===== config.mk =====
export PLATFORM = sky130hd
export DESIGN_NAME = xfer_fifo_stat
export DESIGN_NICKNAME = d
export VERILOG_FILES = /design/src/rtl/xfer_fifo_pkg.sv /design/src/rtl/xfer_fifo_core.sv /design/src/rtl/xfer_fifo_thresh.sv /design/src/rtl/xfer_fifo_peak.sv /design/src/rtl/xfer_fifo_stat.sv
export SDC_FILE = /design/constraint.sdc
export NUM_CORES = 1
export LEC_CHECK = 0
export CELL_PAD_IN_SITES_DETAIL_PLACEMENT = 0
export CELL_PAD_IN_SITES_GLOBAL_PLACEMENT = 1
export CORE_UTILIZATION = 59
export CTS_BUF_LIST = sky130_fd_sc_hd__clkbuf_16
export CTS_CLUSTER_DIAMETER = 100
export CTS_CLUSTER_SIZE = 40
export DETAILED_ROUTE_END_ITERATION = 16
export PLACE_DENSITY_LB_ADDON = 0.1
export SLEW_MARGIN = 20
export SYNTH_ARGS = -nofsm -noshare
export SYNTH_HDL_FRONTEND = slang
export SYNTH_SLANG_ARGS = --single-unit

===== constraint.sdc =====
create_clock -name clk -period 6.8 [get_ports clk]
set_input_delay 1.36 -clock clk [delete_from_list [all_inputs] [get_ports clk]]
set_output_delay 1.36 -clock clk [all_outputs]
set_load 0.05 [all_outputs]

===== src/rtl/xfer_fifo_pkg.sv =====
package xfer_fifo_pkg;
    // Which side of the FIFO the DMA pacing lines serve.
    typedef enum logic {
        DIR_RX = 1'b0,   // host drains: pace on words held
        DIR_TX = 1'b1    // host fills: pace on words free
    } xfer_dir_e;
endpackage


===== src/rtl/xfer_fifo_core.sv =====
module xfer_fifo_core #(
    parameter int DATA_W = 32,
    parameter int DEPTH  = 32,
    parameter int CNT_W  = $clog2(DEPTH) + 1
) (
    input  logic              clk,
    input  logic              rst_n,
    input  logic              clear,
    input  logic              push,
    input  logic [DATA_W-1:0] push_data,
    input  logic              pop,
    input  logic              err_clr,
    output logic [DATA_W-1:0] pop_data,
    output logic [CNT_W-1:0]  count,
    output logic [CNT_W-1:0]  count_nxt,
    output logic              err
);
    localparam int PTR_W = $clog2(DEPTH);
    localparam logic [CNT_W-1:0] FULL_CNT = CNT_W'(DEPTH);

    typedef struct packed {
        logic [PTR_W-1:0] wp;
        logic [PTR_W-1:0] rp;
        logic [CNT_W-1:0] cnt;
        logic             err;
    } core_st_t;

    core_st_t st_q, st_d;
    logic [DATA_W-1:0] mem_q [DEPTH];
    logic push_ok, pop_ok, bad_acc;

    always_comb begin
        st_d    = st_q;
        push_ok = push && !clear && (st_q.cnt != FULL_CNT);
        pop_ok  = pop  && !clear && (st_q.cnt != '0);
        bad_acc = !clear && ((push && st_q.cnt == FULL_CNT) || (pop && st_q.cnt == '0));
        if (clear) begin
            st_d.wp  = '0;
            st_d.rp  = '0;
            st_d.cnt = '0;
        end else begin
            if (push_ok) st_d.wp = st_q.wp + PTR_W'(1);
            if (pop_ok)  st_d.rp = st_q.rp + PTR_W'(1);
            case ({push_ok, pop_ok})
                2'b10:   st_d.cnt = st_q.cnt + CNT_W'(1);
                2'b01:   st_d.cnt = st_q.cnt - CNT_W'(1);
                default: st_d.cnt = st_q.cnt;
            endcase
        end
        if (bad_acc)      st_d.err = 1'b1;
        else if (err_clr) st_d.err = 1'b0;
    end

    always_ff @(posedge clk or negedge rst_n) begin
        if (!rst_n) st_q <= '0;
        else        st_q <= st_d;
    end

    always_ff @(posedge clk) begin
        if (push_ok) mem_q[st_q.wp] <= push_data;
    end

    assign pop_data  = mem_q[st_q.rp];
    assign count     = st_q.cnt;
    assign count_nxt = st_d.cnt;
    assign err       = st_q.err;

    a_r2_no_overflow: assert property (@(posedge clk) disable iff (!rst_n)
        count <= FULL_CNT);
    a_r3_push_full_refused: assert property (@(posedge clk) disable iff (!rst_n)
        (push && !pop && !clear && count == FULL_CNT) |=> (count == FULL_CNT && err));
    a_r3_pop_empty_refused: assert property (@(posedge clk) disable iff (!rst_n)
        (pop && !push && !clear && count == '0) |=> (count == '0 && err));
    a_r5_clear_empties: assert property (@(posedge clk) disable iff (!rst_n)
        clear |=> count == '0);
    a_r4_err_sticky: assert property (@(posedge clk) disable iff (!rst_n)
        (err && !err_clr) |=> err);
endmodule


===== src/rtl/xfer_fifo_thresh.sv =====
module xfer_fifo_thresh
    import xfer_fifo_pkg::*;
#(
    parameter int DEPTH = 32,
    parameter int CNT_W = $clog2(DEPTH) + 1
) (
    input  logic [CNT_W-1:0] count,
    input  logic             xfer_done,
    input  logic             dir_tx,
    input  logic             dma_en,
    input  logic [CNT_W-1:0] rd_req_thr,
    input  logic [CNT_W-1:0] wr_req_thr,
    input  logic [CNT_W-1:0] rd_panic_thr,
    input  logic [CNT_W-1:0] wr_panic_thr,
    output logic             full,
    output logic             empty,
    output logic             need_read,
    output logic             need_write,
    output logic             dma_req,
    output logic             dma_panic
);
    localparam logic [CNT_W-1:0] FULL_CNT = CNT_W'(DEPTH);
    localparam logic [CNT_W-1:0] HI_MARK  = CNT_W'((3 * DEPTH) / 4);
    localparam logic [CNT_W-1:0] LO_MARK  = CNT_W'(DEPTH / 4);

    logic [CNT_W-1:0] free_d;
    logic             tx_d;

    always_comb begin
        free_d     = FULL_CNT - count;
        tx_d       = (xfer_dir_e'(dir_tx) == DIR_TX);
        full       = (count == FULL_CNT);
        empty      = (count == '0);
        need_read  = (count > HI_MARK) || (xfer_done && !empty);
        need_write = (count < LO_MARK);
        dma_req    = dma_en && (tx_d ? (free_d >= wr_req_thr) : (count >= rd_req_thr));
        dma_panic  = dma_en && (tx_d ? (free_d >= wr_panic_thr) : (count >= rd_panic_thr));
    end
endmodule


===== src/rtl/xfer_fifo_peak.sv =====
module xfer_fifo_peak #(
    parameter int CNT_W = 6
) (
    input  logic             clk,
    input  logic             rst_n,
    input  logic             xfer_start,
    input  logic [CNT_W-1:0] count,
    input  logic [CNT_W-1:0] count_nxt,
    output logic [CNT_W-1:0] peak
);
    logic [CNT_W-1:0] peak_q, peak_d;

    always_comb begin
        if (xfer_start)             peak_d = count_nxt;
        else if (count_nxt > peak_q) peak_d = count_nxt;
        else                        peak_d = peak_q;
    end

    always_ff @(posedge clk or negedge rst_n) begin
        if (!rst_n) peak_q <= '0;
        else        peak_q <= peak_d;
    end

    assign peak = peak_q;

    a_r10_peak_covers_count: assert property (@(posedge clk) disable iff (!rst_n)
        peak_q >= count);
    a_r10_peak_no_drop: assert property (@(posedge clk) disable iff (!rst_n)
        !xfer_start |=> peak_q >= $past(peak_q));
endmodule


===== src/rtl/xfer_fifo_stat.sv =====
module xfer_fifo_stat #(
    parameter int DATA_W = 32,
    parameter int DEPTH  = 32,
    parameter int CNT_W  = $clog2(DEPTH) + 1
) (
    input  logic              clk,
    input  logic              rst_n,
    input  logic              clear,
    input  logic              xfer_start,
    input  logic              xfer_done,
    input  logic              dir_tx,
    input  logic              dma_en,
    input  logic [CNT_W-1:0]  rd_req_thr,
    input  logic [CNT_W-1:0]  wr_req_thr,
    input  logic [CNT_W-1:0]  rd_panic_thr,
    input  logic [CNT_W-1:0]  wr_panic_thr,
    input  logic              push,
    input  logic [DATA_W-1:0] push_data,
    input  logic              pop,
    input  logic              err_clr,
    output logic [DATA_W-1:0] pop_data,
    output logic [CNT_W-1:0]  level,
    output logic [CNT_W-1:0]  peak,
    output logic              full,
    output logic              empty,
    output logic              has_data,
    output logic              can_accept,
    output logic              need_read,
    output logic              need_write,
    output logic              err,
    output logic              dma_req,
    output logic              dma_panic
);
    logic [CNT_W-1:0] cnt_nxt;

    xfer_fifo_core #(.DATA_W(DATA_W), .DEPTH(DEPTH), .CNT_W(CNT_W)) u_core (
        .clk(clk), .rst_n(rst_n), .clear(clear),
        .push(push), .push_data(push_data), .pop(pop), .err_clr(err_clr),
        .pop_data(pop_data), .count(level), .count_nxt(cnt_nxt), .err(err)
    );

    xfer_fifo_thresh #(.DEPTH(DEPTH), .CNT_W(CNT_W)) u_thresh (
        .count(level), .xfer_done(xfer_done), .dir_tx(dir_tx), .dma_en(dma_en),
        .rd_req_thr(rd_req_thr), .wr_req_thr(wr_req_thr),
        .rd_panic_thr(rd_panic_thr), .wr_panic_thr(wr_panic_thr),
        .full(full), .empty(empty), .need_read(need_read), .need_write(need_write),
        .dma_req(dma_req), .dma_panic(dma_panic)
    );

    xfer_fifo_peak #(.CNT_W(CNT_W)) u_peak (
        .clk(clk), .rst_n(rst_n), .xfer_start(xfer_start),
        .count(level), .count_nxt(cnt_nxt), .peak(peak)
    );

    assign has_data   = !empty;
    assign can_accept = !full;

    a_r8_dma_gated: assert property (@(posedge clk) disable iff (!rst_n)
        !dma_en |-> (!dma_req && !dma_panic));
    a_r2_full_empty_excl: assert property (@(posedge clk) disable iff (!rst_n)
        !(full && empty));
    a_r6_done_leftover: assert property (@(posedge clk) disable iff (!rst_n)
        (xfer_done && has_data) |-> need_read);
endmodule


==> results.sh <==
export IMPL_status="complete, no violations"
export IMPL_rsz0062_at_grt="no"
export IMPL_fin_hold_ws_ns=0.547
export IMPL_slew_limit_headroom=0.246
export IMPL_die_y_um=266
export IMPL_synth_area_um2=41100
export IMPL_cts_buffers=30
export IMPL_cts_resized_gates=0
export IMPL_p_per_area_nw_per_um2=293
export IMPL_drcViolationCount=0
export IMPL_cp_end_kind="output port"
export IMPL_track_usage=0.257
export IMPL_cts_tree="built"
export IMPL_synth_nets=1857
export IMPL_layout_drive_gt1_share=0.263
export IMPL_async_flop_share=0.0220
export IMPL_layout_common_cells="edfxtp_1, mux4_2, clkdlybuf4s50_1"
export IMPL_start_util=0.598
export IMPL_clock_fmax_mhz=180
export IMPL_drtAntennaViolNets=0
export IMPL_final_common_cell="edfxtp_1"
export IMPL_hold_path_class="reg2reg"
export IMPL_ir_drop_uv=251
export IMPL_synthFlopType="edfxtp_1"
export IMPL_timing_rr_start="u_core.count[0]"
export IMPL_nNetsFinal=1967
export IMPL_fin_crit_sh=0.817
export IMPL_vias=18400
export IMPL_crit_path_start="u_core.st_q[7]"
export IMPL_finalHoldViolCount=0
export IMPL_syn_to_final_growth_pct=8.78
export IMPL_finalMaxSlewViolations=0
export IMPL_clk_path_buf_depth=3
export IMPL_total_power_mw=13.1
export IMPL_ys_types=50
export IMPL_worstPathRequired_ns=5.44
export IMPL_grt_max_degree=67
export IMPL_startpoint_type="flip-flop"
export IMPL_synth_cells=1753
export IMPL_setup_violations=0
export IMPL_vias_per_cell=6.56
export IMPL_io_buffers=118
export IMPL_final_area_um2=44700
export IMPL_yosysSeqAreaShare=0.763
export IMPL_leakage_nw=13.4
export IMPL_synth_edf_count=1024
export IMPL_cts_sinks=1047
export IMPL_ios=119
export IMPL_wl_mm=88.9
export IMPL_grt_pass1_wl_mm=129
export IMPL_firstDrtPassIters=5
export IMPL_finalClockSkew_ns=0.0193
export IMPL_syn_avg_cell_area_um2=23.4
export IMPL_hp_start="u_peak.peak[3]"
export IMPL_ys_ff_latch=1047
export IMPL_post_cts_buffers=0
export IMPL_dp_hpwl_mm=50.3
export IMPL_worst_slew_pin_slew_ns=1.13
export IMPL_maxCapViolCount=0
export IMPL_place_area_um2=43800
export IMPL_cp_max_fo=31
export IMPL_die_area_um2=70600
export IMPL_route_detailed_wl_per_inst_um=31.7
export IMPL_crit_arrival_ns=4.20
export IMPL_cts_root_buffer="clkbuf_16"
export IMPL_antenna_found_initial=3
export IMPL_hold_buffers=0
export IMPL_clock_latency_ns=0.67
export IMPL_coreArea_um2=68700
export IMPL_drt_iter0_drc=2071
export IMPL_grt_overflow=0
export IMPL_h_tree_depth=1
export IMPL_gp_congestion=0.822
export IMPL_grt_pass1_vias=18700
export IMPL_die_w_um=266
export IMPL_yosys_warnings=0
export IMPL_clkTransAtPathRegs_ns=0.14
export IMPL_final_core_util=0.650
export IMPL_tns_ns=0
export IMPL_crit_type="reg2out"
export IMPL_period_minus_slack_ns=5.56
export IMPL_rows=96
through the flow:
step / cells / worst slack (ns)
detailed placement: 2762 / 0.942
floorplan: 1753 / 1.76
finish: 2808 / 1.24
CTS: 2807 / 1.14
global route: 2808 / 1.07
global placement: 2760 / 0.973
report_power, final:
group,internal (mW),switching [mW],leakage (nW)
registers,7.15,0.131,9.52
logic,1.60,1.59,3.40
clock network,0.846,1.77,0.456
total,9.60,3.49,13.4
layout make-up:
type | count | area (µm²)
multi-input combinational | 575 | 9410
clock inverter | 14 | 80.1
inverter | 36 | 135
sequential | 1047 | 31300
antenna | 1 | 2.50
timing repair buffer | 173 | 1750
tap | 931 | 1160
clock buffer | 31 | 776
fill | 4552 | 24000
critical path, stage by stage, from the launching register on:
cell and delay (ns):
dfrtp_4 0.93, buf_4 0.48, mux4_2 0.58, mux4_2 0.46
mux2_2 0.33, clkdlybuf4s50_1 0.71
flip-flops by register name, indices dropped and copies added, names as in the netlist:
register	cells
u_peak.peak	6
u_core.count	6
u_core.st_q	10
u_core.err	1
u_core.mem_q	1024
cell families after synthesis:
logic type / Yosys count / share of synthesized area
buffers and inverters: 131 / 0.0136
DFF: 1047 / 0.763
xor gates and xnor gates: 17 / 0.00363
adders and majority gates: 38 / 0.0116
and+or+nand+nor: 111 / 0.0141
muxes: 359 / 0.186
AOI/OAI and AO/OA: 50 / 0.00783
layer usage:
| layer | track usage | wire length [µm] |
|---|---|---|
| met5 | 0 | 27 |
| met3 | 0.0232 | 4990 |
| met4 | 0.0438 | 1620 |
| met2 | 0.441 | 46100 |
| met1 | 0.373 | 36200 |
Yosys cell counts (9+ instances only):
cell type     n  area, µm²
a21oi_1      14       70.1
buf_2        25        125
clkbuf_1     55        206
dfrtp_1      23        576
edfxtp_1   1024      30700
ha_1         38        475
inv_1        36        135
mux2_2       35        394
mux4_2      320       7210
nand2_1      16       60.1
nor2_1       50        188
o21ai_0      15       75.1
xor2_1        9       78.8
final timing paths:
path,to,slack (ns),cells after the start
min,u_peak.peak[3],0.55,2
min reg2reg,u_peak.peak[3],0.55,2
max in group asynchronous,u_core.st_q[7],5.74,1
min in group asynchronous,u_peak.peak[5],0.64,1
max,pop_data[26],1.24,5
max reg2reg,u_peak.peak[2],1.84,15
Power figures use the tool's default switching activity.
